**src/rtl/bitload_pkg.sv**
```systemverilog
package bitload_pkg;

  typedef enum logic [2:0] {
    ST_IDLE,
    ST_PROG_LOW,
    ST_WAIT_INIT,
    ST_SHIFT,
    ST_TRAIL,
    ST_CHECK_DONE,
    ST_OK,
    ST_ERR
  } ld_state_e;

  // larger of two counts, used to size shared counters
  function automatic int max2(input int a, input int b);
    return (a > b) ? a : b;
  endfunction

  // bits needed to hold values 0..n
  function automatic int cnt_bits(input int n);
    return (n < 1) ? 1 : $clog2(n + 1);
  endfunction

  // states in which a new start is honoured and busy is low
  function automatic logic is_rest(input ld_state_e s);
    return (s == ST_IDLE) || (s == ST_OK) || (s == ST_ERR);
  endfunction

endpackage

```
**src/rtl/bitload_sync.sv**
```systemverilog
module bitload_sync #(
  parameter int STAGES  = 2,
  parameter bit RST_VAL = 1'b0
) (
  input  logic clk,
  input  logic rst_n,
  input  logic d,
  output logic q
);
  logic [STAGES-1:0] pipe;

  always_ff @(posedge clk or negedge rst_n) begin
    if (!rst_n) begin
      pipe <= {STAGES{RST_VAL}};
    end else begin
      pipe[0] <= d;
      for (int i = 1; i < STAGES; i++) pipe[i] <= pipe[i-1];
    end
  end

  assign q = pipe[STAGES-1];
endmodule

```
**src/rtl/bitload_timer.sv**
```systemverilog
module bitload_timer #(
  parameter int W = 8
) (
  input  logic         clk,
  input  logic         rst_n,
  input  logic         clr,
  output logic [W-1:0] cnt
);
  always_ff @(posedge clk or negedge rst_n) begin
    if (!rst_n)          cnt <= '0;
    else if (clr)        cnt <= '0;
    else if (cnt != '1)  cnt <= cnt + 1'b1;
  end
endmodule

```
**src/rtl/bitload_shifter.sv**
```systemverilog
module bitload_shifter #(
  parameter int HALF_CYC = 4,
  parameter int BCW      = 4
) (
  input  logic           clk,
  input  logic           rst_n,
  input  logic           load,
  input  logic [7:0]     load_data,
  input  logic [BCW-1:0] load_bits,
  input  logic           abort,
  output logic           din,
  output logic           cclk,
  output logic           empty
);
  localparam int PW = (HALF_CYC > 1) ? $clog2(HALF_CYC) : 1;
  localparam logic [PW-1:0] PH_LAST = PW'(HALF_CYC - 1);

  logic [7:0]     sh;
  logic [BCW-1:0] left;
  logic [PW-1:0]  ph;
  logic           hi;

  assign empty = (left == '0);

  always_ff @(posedge clk or negedge rst_n) begin
    if (!rst_n) begin
      sh   <= 8'hFF;
      left <= '0;
      ph   <= '0;
      hi   <= 1'b0;
    end else if (abort) begin
      left <= '0;
      ph   <= '0;
      hi   <= 1'b0;
    end else if (load && empty) begin
      sh   <= load_data;
      left <= load_bits;
      ph   <= '0;
      hi   <= 1'b0;
    end else if (!empty) begin
      if (ph == PH_LAST) begin
        ph <= '0;
        if (!hi) begin
          hi <= 1'b1;
        end else begin
          // falling edge: next bit appears, vacated slot fills with 1
          hi   <= 1'b0;
          sh   <= {sh[6:0], 1'b1};
          left <= left - 1'b1;
        end
      end else begin
        ph <= ph + 1'b1;
      end
    end
  end

  assign din  = sh[7];
  assign cclk = hi;
endmodule

```
**src/rtl/bitload_ctrl.sv**
```systemverilog
module bitload_ctrl
  import bitload_pkg::*;
#(
  parameter int PROG_LOW_CYC = 64,
  parameter int HALF_CYC     = 4,
  parameter int TRAIL_CLKS   = 10,
  parameter int TIMEOUT_CYC  = 1000000,
  parameter int CNT_W        = 24,
  parameter int SYNC_STAGES  = 2
) (
  input  logic             clk,
  input  logic             rst_n,
  input  logic             start,
  input  logic [CNT_W-1:0] byte_count,
  input  logic [7:0]       in_data,
  input  logic             in_valid,
  output logic             in_ready,
  output logic             tgt_prog_n,
  input  logic             tgt_init_n,
  input  logic             tgt_done,
  output logic             tgt_cclk,
  output logic             tgt_din,
  output logic             busy,
  output logic             ok,
  output logic             err_crc,
  output logic             err_timeout
);
  localparam int TW  = cnt_bits(max2(TIMEOUT_CYC, PROG_LOW_CYC));
  localparam int BCW = cnt_bits(max2(8, TRAIL_CLKS));
  localparam logic [TW-1:0] PROG_LAST = TW'(PROG_LOW_CYC - 1);
  localparam logic [TW-1:0] TO_LAST   = TW'(TIMEOUT_CYC - 1);

  ld_state_e        state_q, state_d;
  logic [CNT_W-1:0] left_q;
  logic             err_crc_q, err_to_q, prog_n_q;
  logic             init_s, done_s;
  logic [TW-1:0]    tmr;
  logic             sh_empty, sh_load, sh_abort;
  logic [7:0]       sh_data;
  logic [BCW-1:0]   sh_bits;

  // named internal events, also observed by the checker
  logic ev_start, ev_take, ev_crc, ev_timeout;

  bitload_sync #(.STAGES(SYNC_STAGES), .RST_VAL(1'b0)) u_sync_init (
    .clk(clk), .rst_n(rst_n), .d(tgt_init_n), .q(init_s));
  bitload_sync #(.STAGES(SYNC_STAGES), .RST_VAL(1'b0)) u_sync_done (
    .clk(clk), .rst_n(rst_n), .d(tgt_done), .q(done_s));

  bitload_timer #(.W(TW)) u_timer (
    .clk(clk), .rst_n(rst_n), .clr(state_d != state_q), .cnt(tmr));

  assign in_ready   = (state_q == ST_SHIFT) && sh_empty && (left_q != '0) && init_s;
  assign ev_start   = start && is_rest(state_q);
  assign ev_take    = in_valid && in_ready;
  assign ev_crc     = ((state_q == ST_SHIFT) || (state_q == ST_TRAIL)) && !init_s;
  assign ev_timeout = (((state_q == ST_WAIT_INIT) && !init_s) ||
                       ((state_q == ST_CHECK_DONE) && !done_s)) && (tmr == TO_LAST);

  always_comb begin
    state_d = state_q;
    unique case (state_q)
      ST_IDLE, ST_OK, ST_ERR: if (start) state_d = ST_PROG_LOW;
      ST_PROG_LOW:   if (tmr == PROG_LAST) state_d = ST_WAIT_INIT;
      ST_WAIT_INIT:  if (init_s) state_d = ST_SHIFT;
                     else if (ev_timeout) state_d = ST_ERR;
      // init error outranks the move to the dummy pulses
      ST_SHIFT:      if (ev_crc) state_d = ST_ERR;
                     else if ((left_q == '0) && sh_empty) state_d = ST_TRAIL;
      ST_TRAIL:      if (ev_crc) state_d = ST_ERR;
                     else if (sh_empty && (tmr != '0)) state_d = ST_CHECK_DONE;
      ST_CHECK_DONE: if (done_s) state_d = ST_OK;
                     else if (ev_timeout) state_d = ST_ERR;
      default:       state_d = ST_IDLE;
    endcase
  end

  // dummy pulses reuse the shifter: all-ones data and one-fill keep din high
  assign sh_load  = ev_take || ((state_q == ST_TRAIL) && (tmr == '0));
  assign sh_data  = (state_q == ST_TRAIL) ? 8'hFF : in_data;
  assign sh_bits  = (state_q == ST_TRAIL) ? BCW'(TRAIL_CLKS) : BCW'(8);
  assign sh_abort = ev_crc;

  bitload_shifter #(.HALF_CYC(HALF_CYC), .BCW(BCW)) u_shift (
    .clk(clk), .rst_n(rst_n), .load(sh_load), .load_data(sh_data),
    .load_bits(sh_bits), .abort(sh_abort), .din(tgt_din),
    .cclk(tgt_cclk), .empty(sh_empty));

  always_ff @(posedge clk or negedge rst_n) begin
    if (!rst_n) begin
      state_q   <= ST_IDLE;
      left_q    <= '0;
      err_crc_q <= 1'b0;
      err_to_q  <= 1'b0;
      prog_n_q  <= 1'b1;
    end else begin
      state_q  <= state_d;
      prog_n_q <= (state_d != ST_PROG_LOW);
      if (ev_start) begin
        left_q    <= byte_count;
        err_crc_q <= 1'b0;
        err_to_q  <= 1'b0;
      end else begin
        if (ev_take)    left_q    <= left_q - CNT_W'(1);
        if (ev_crc)     err_crc_q <= 1'b1;
        if (ev_timeout) err_to_q  <= 1'b1;
      end
    end
  end

  assign tgt_prog_n  = prog_n_q;
  assign busy        = !is_rest(state_q);
  assign ok          = (state_q == ST_OK);
  assign err_crc     = err_crc_q;
  assign err_timeout = err_to_q;
endmodule

```
**config.mk**
```make
export PLATFORM = sky130hd
export DESIGN_NAME = bitload_ctrl
export DESIGN_NICKNAME = d
export VERILOG_FILES = /design/src/rtl/bitload_pkg.sv /design/src/rtl/bitload_sync.sv /design/src/rtl/bitload_timer.sv /design/src/rtl/bitload_shifter.sv /design/src/rtl/bitload_ctrl.sv
export SDC_FILE = /design/constraint.sdc
export NUM_CORES = 1
export LEC_CHECK = 0
export CAP_MARGIN = 20
export CORE_UTILIZATION = 48
export DETAILED_ROUTE_END_ITERATION = 7
export HOLD_SLACK_MARGIN = 0.08
export PLACE_DENSITY = 0.82
export SYNTH_ARGS = -nofsm -noshare
export SYNTH_HDL_FRONTEND = slang
export SYNTH_SLANG_ARGS = --single-unit
```
**constraint.sdc**
```tcl
create_clock -name clk -period 2.35 [get_ports clk]
set_clock_uncertainty 0.05 [all_clocks]
set_input_delay 0.47 -clock clk [delete_from_list [all_inputs] [get_ports clk]]
set_output_delay 0.47 -clock clk [all_outputs]
set_load 0.01 [all_outputs]
```
# == Yosys cells after proc, flatten, opt, wreduce, memory -nomap -nowiden ==
# Index checks and enable logic that the tools add are counted.
# totals
wordCells,109
reg_bits,69
output_inout_bits,8
in_bits,38
# classes
n_reduce_logical,39
addsub,4
n_mux,38
n_bitwise,1
eq_ne,15
# ops
cell,count
24-bit two-way mux,2
20-bit two-way mux,2
8-bit two-way mux,5
3-bit two-way mux,9
24-bit logical NOT,1
24-bit nonzero test,1
24-bit by 1-bit subtractor with 24-bit output (second input constant),1
20-bit by 1-bit adder with 20-bit output (second input constant),1
20-bit equality test (second input constant),1
20-bit by 6-bit equality test with 1-bit output (second input constant),1
20-bit logical NOT,1
4-bit two-way mux,5
20-bit != test (second input constant),1
20-bit nonzero test,1
3-bit one-hot mux with 6 select lines,1
1-bit logical AND,13
3-bit equality test (second input constant),4
2-bit nonzero test,6
2-bit two-way mux,5
1-bit two-way mux,9
3-bit by 2-bit equality test with 1-bit output (second input constant),2
3-bit by 1-bit != test with 1-bit output (second input constant),2
3-bit nonzero test,2
1-bit logical OR,5
14 further kinds,16

# == Logic depth before layout (Yosys ltp) ==
# logic_depth
ltp_word,9
mapped_depth,10
depth_no_buf,8

# == Cells and area by module ==
# From an unflattened synthesis, not the netlist that was laid out.
# hier_totals
cells_unflattened,446
area_unflattened_um2,4181.5
# by_module_without_submodules
mod,area_each_um2,cells_each,instances,seq_area_each_um2
bitload_ctrl,2060.7,242,1,752.0
bitload_timer,1159.9,128,1,500.5
bitload_shifter,860.8,72,1,385.4
bitload_sync,50.0,2,2,50.0

# == Worst setup path after synthesis ==
# No wires, ideal clock.
# synth_path
kind,reg2reg
from,reg left_q[0]
to,reg u_timer.cnt[16]
path_buffers,1
stages_incl_launch_ff,10
path_slack_ps,-31
arrival_time_ps,2211
path_cell_list,dfrtp_1 inv_1 ha_1 or3b_2 or4_4 nor2_2 a22o_1 or4_1 buf_4 nor3_1
# synth_between
elab_chain_len,7
word_cells_on_any_way,8
cone_classes,eq/ne: 1; mux: 4; reduce/logical: 3
# synth_rtl
element,line_no,text
"start, declared",bitload_ctrl.sv:34,logic [CNT_W-1:0] left_q;
"start signal, assigned",bitload_ctrl.sv:100,left_q <= byte_count;
"start signal, assigned",bitload_ctrl.sv:104,if (ev_take) left_q <= left_q - CNT_W'(1);
24-bit logical NOT (*),bitload_ctrl.sv:69,else if ((left_q == '0) && sh_empty) state_d = ST_TRAIL;
1-bit logical AND (*),bitload_ctrl.sv:69,
3-bit two-way mux (*),bitload_ctrl.sv:69,
3-bit two-way mux (*),bitload_ctrl.sv:68,ST_SHIFT: if (ev_crc) state_d = ST_ERR;
3-bit one-hot mux with 6 select lines (*),bitload_ctrl.sv:62,unique case (state_q)
3-bit != test (*),bitload_ctrl.sv:51,".clk(clk), .rst_n(rst_n), .clr(state_d != state_q), .cnt(tmr));"
20-bit two-way mux / 2-bit nonzero test (equally long branches),n/a,
"end signal, assigned",bitload_timer.sv:12,else if (cnt != '1) cnt <= cnt + 1'b1;
"end, declared",bitload_timer.sv:7,output logic [W-1:0] cnt
# Mark *: on every way between the ends. The rest lies on a longest branch, timed or not.
# A chain may end at the register's enable or synchronous reset.

# == Final worst setup path ==
# layout_path
from,reg left_q[1]
to,reg left_q[20]
# layout_between
elab_chain_len,5
word_cells_on_any_way,8
cone_classes,add/sub: 1; mux: 2; reduce/logical: 5
# layout_rtl
element
"parallel branches: the longest is 5 deep, another holds 24-bit by 1-bit subtractor with 24-bit output"
# Parallel ways; which one is timed is not known. The select of a mux whose other input is x is not followed.

==> results.json <==
{
  "antenna_left": 0,
  "row_count": 32,
  "crit_path_end_kind": "flip-flop",
  "area_delta_synth_final_pct": 44.7,
  "crit_type": "reg -> reg",
  "path_clk_slew_ps": 70,
  "cts_buffers": 9,
  "async_flop_share": 1.00,
  "synth.top_cell.area_share": 0.390,
  "n_antenna_cell": 0,
  "critPathMaxFanout": 5,
  "h-tree-depth": 3,
  "clk_latency_ps": 350,
  "ys_ff_latch": 69,
  "min_period_over_period": 1.18,
  "final_common_cell": "nor2_1",
  "setup_viol": 53,
  "core_area_sq_mm": 0.00773,
  "wl_per_cell_microns": 17.0,
  "hold_class": "reg -> reg",
  "synth-edff-count": 0,
  "placed_cells": 631,
  "drive_gt1_frac": 0.292,
  "drc": 0,
  "powerDensity_mw_per_mm2": 1010,
  "die_h_microns": 91.5,
  "power.total_w": 0.00563,
  "gr-usage-all-layers": 0.262,
  "place.gp.congestion": 0.895,
  "synthesis.nets": 473,
  "slew_violations": 0,
  "via_per_inst": 5.76,
  "run_status": "finished, violations left",
  "multi_input_area_sq_mm": 0.00230,
  "seq_area_sq_mm": 0.00174,
  "yosysWarnings": 0,
  "dpl.hpwl_microns": 6910,
  "cp.required_ps": 2520,
  "synth_ff_type": "dfrtp_1",
  "timing.final.ws_setup_ps": -419,
  "pre_cts_slack_ps": -335,
  "synth.avg_cell_area_sq_um": 8.96,
  "dr.pass1.iters": 6,
  "gr-total-overflow": 0,
  "pin_count": 46,
  "slew_headroom": 0.638,
  "r2r_setup_slack_ps": -420,
  "endpoint": "left_q[20]",
  "n_fill_cell": 517,
  "reg2regPathDepth": 10,
  "crit_start": "left_q[1]",
  "fin_crit_ps": 2770,
  "p_leak_nw": 2.37,
  "cts_tree": "yes",
  "fin_cells": 663,
  "yosysUniqueCellTypes": 56,
  "maxCapViolations": 0,
  "num_vias": 3822,
  "cts_root_buf": "clkbuf_8",
  "crit_arrival_ps": 2940,
  "port_buffers": 45,
  "die_area_sq_mm": 0.00837,
  "peakVddDrop_v": 0.000674,
  "grt_max_degree": 51,
  "synth_area_leaders": "dfrtp_1 (39%), nor2_1 (7.7%), dfstp_2 (6.2%), xor2_1 (4.6%), a21oi_1 (4.4%)",
  "nNetsFinal": 600,
  "worstReg2RegStart": "left_q[1]",
  "grt_pass1_vias": 3802,
  "violations": "negative setup slack",
  "worstMarginPinSlew_ps": 539,
  "seq_area_frac_synth": 0.452,
  "die_w_microns": 91.5,
  "layout_common_cells": "nor2_1 (78), buf_4 (70), dfrtp_1 (60), clkdlybuf4s50_1 (42), a21oi_1 (31)",
  "grt_antenna_before_repair": 0,
  "start_util": 0.498,
  "cts.sinks": 69,
  "syn_area_sq_mm": 0.00384,
  "wirelength_microns": 11300,
  "rsz0062_at_grt": "true",
  "yosysTopAreaCell": "dfrtp_1",
  "timing.rr.end": "left_q[20]",
  "startpoint_type": "flip-flop",
  "drt_iter0_markers": 216,
  "synth_cells": 429,
  "max_clock_freq_ghz": 0.361,
  "grt_pass1_wl_microns": 17200,
  "hold_violations": 0,
  "cts_buffer_depth": 2
}
==> routing by layer <==
metal,vias up,track usage,wire [microns]
met3,30,0.0637,680
li1,1778,-,-
met1,1867,0.317,4540
met5,-,0,0
met2,147,0.450,5830
met4,0,0.101,242
==> worst max-delay path, cell delays in order, from the launching register on <==
cell and delay, ps:
dfrtp_1 390, inv_1 80, ha_2 170, or3b_4 380, or4_4 520, buf_4 160, buf_6 120, nor3_4 320
nand3_2 110, xor2_1 220, a21oi_1 110
==> flip-flops by register name, summed over array words and instances, names as in the netlist <==
| signal | flops |
|---|---|
| err_timeout | 1 |
| u_shift.left | 4 |
| u_shift.cclk | 1 |
| u_timer.cnt | 20 |
| u_sync_done.pipe | 2 |
| tgt_prog_n | 1 |
| err_crc | 1 |
| state_q | 3 |
| u_shift.sh | 8 |
| left_q | 24 |
| u_sync_init.pipe | 2 |
| u_shift.ph | 2 |
==> power breakdown <==
part	total, W	internal, W	switching (W)	leakage (nW)
Sequential	0.00196	0.00164	0.000323	0.836
Clock	0.000952	0.000488	0.000464	0.0923
Combinational	0.00271	0.00131	0.00140	1.44
==> cells by family (layout without fill, tap and decap cells) <==
group,after synthesis,after routing,share of synthesized area
adder cells (fa/ha/maj),6,6,0.0195
XOR/XNOR,39,39,0.0888
multiplexers,2,2,0.00521
AO/OA/AOI/OAI,83,83,0.138
buffers and inverters,28,157,0.0303
flip-flops,69,69,0.452
AND/OR/NAND/NOR,202,205,0.266
==> synthesized netlist by cell type, drive strengths merged (3+ instances only) <==
library cell	instances
nor4	14
xnor2	19
buf	5
dfstp	9
nor2	81
nand2b	6
a211oi	9
nor3b	3
a31oi	4
a21boi	3
clkbuf	11
o21ai	6
nand2	30
o21a	3
xor2	20
ha	6
a21oi	35
inv	12
and3	6
nand3	13
a21o	9
or4	5
nand4	9
o31ai	3
or3b	5
nor3	16
dfrtp	60
==> through the flow <==
stage | cell area [sq um] | utilization | hold slack (ps) | TNS (ps)
after floorplan | 3860 | - | 124 | 0
after global placement | 4930 | 0.638 | 284 | -2710
after detailed placement | 4930 | 0.638 | 287 | -3870
after CTS | 5300 | 0.686 | 303 | -1220
after global routing | 5570 | 0.720 | 306 | -13890
final | 5570 | 0.720 | 301 | -8710
==> repair_timing <==
| item | in CTS | in global routing |
|---|---|---|
| hold endpoints to repair | 17 | 0 |
| gates resized for setup | 29 | 41 |
| buffers inserted | 5 | 6 |
| pin swaps | 19 | 36 |
| gates cloned | 3 | 1 |
| hold buffers | 1 | 0 |
| endpoints found under the setup margin | 45 | 53 |
==> layout make-up <==
class,count,share of cell area
Tap cell,102,0.0229
Clock buffer,10,0.0229
Sequential cell,69,0.312
Multi-Input combinational cell,335,0.414
Inverter,12,0.00809
Clock inverter,6,0.0115
Timing Repair Buffer,129,0.209
==> worst min-delay path by stage <==
| stage | start | endpoint | slack (ps) | cells after the start |
|---|---|---|---|---|
| after CTS | u_sync_done.pipe[0] | u_sync_done.pipe[1] | 300 | 0 |
| after detailed placement | u_sync_done.pipe[0] | u_sync_done.pipe[1] | 290 | 0 |
| final | u_sync_done.pipe[0] | u_sync_done.pipe[1] | 300 | 0 |
| after global placement | u_sync_done.pipe[0] | u_sync_done.pipe[1] | 280 | 0 |
| after global routing | u_sync_done.pipe[0] | u_sync_done.pipe[1] | 310 | 0 |
| after floorplan | rst_n | err_crc | 120 | 0 |
(Power assumes the default switching activity.)
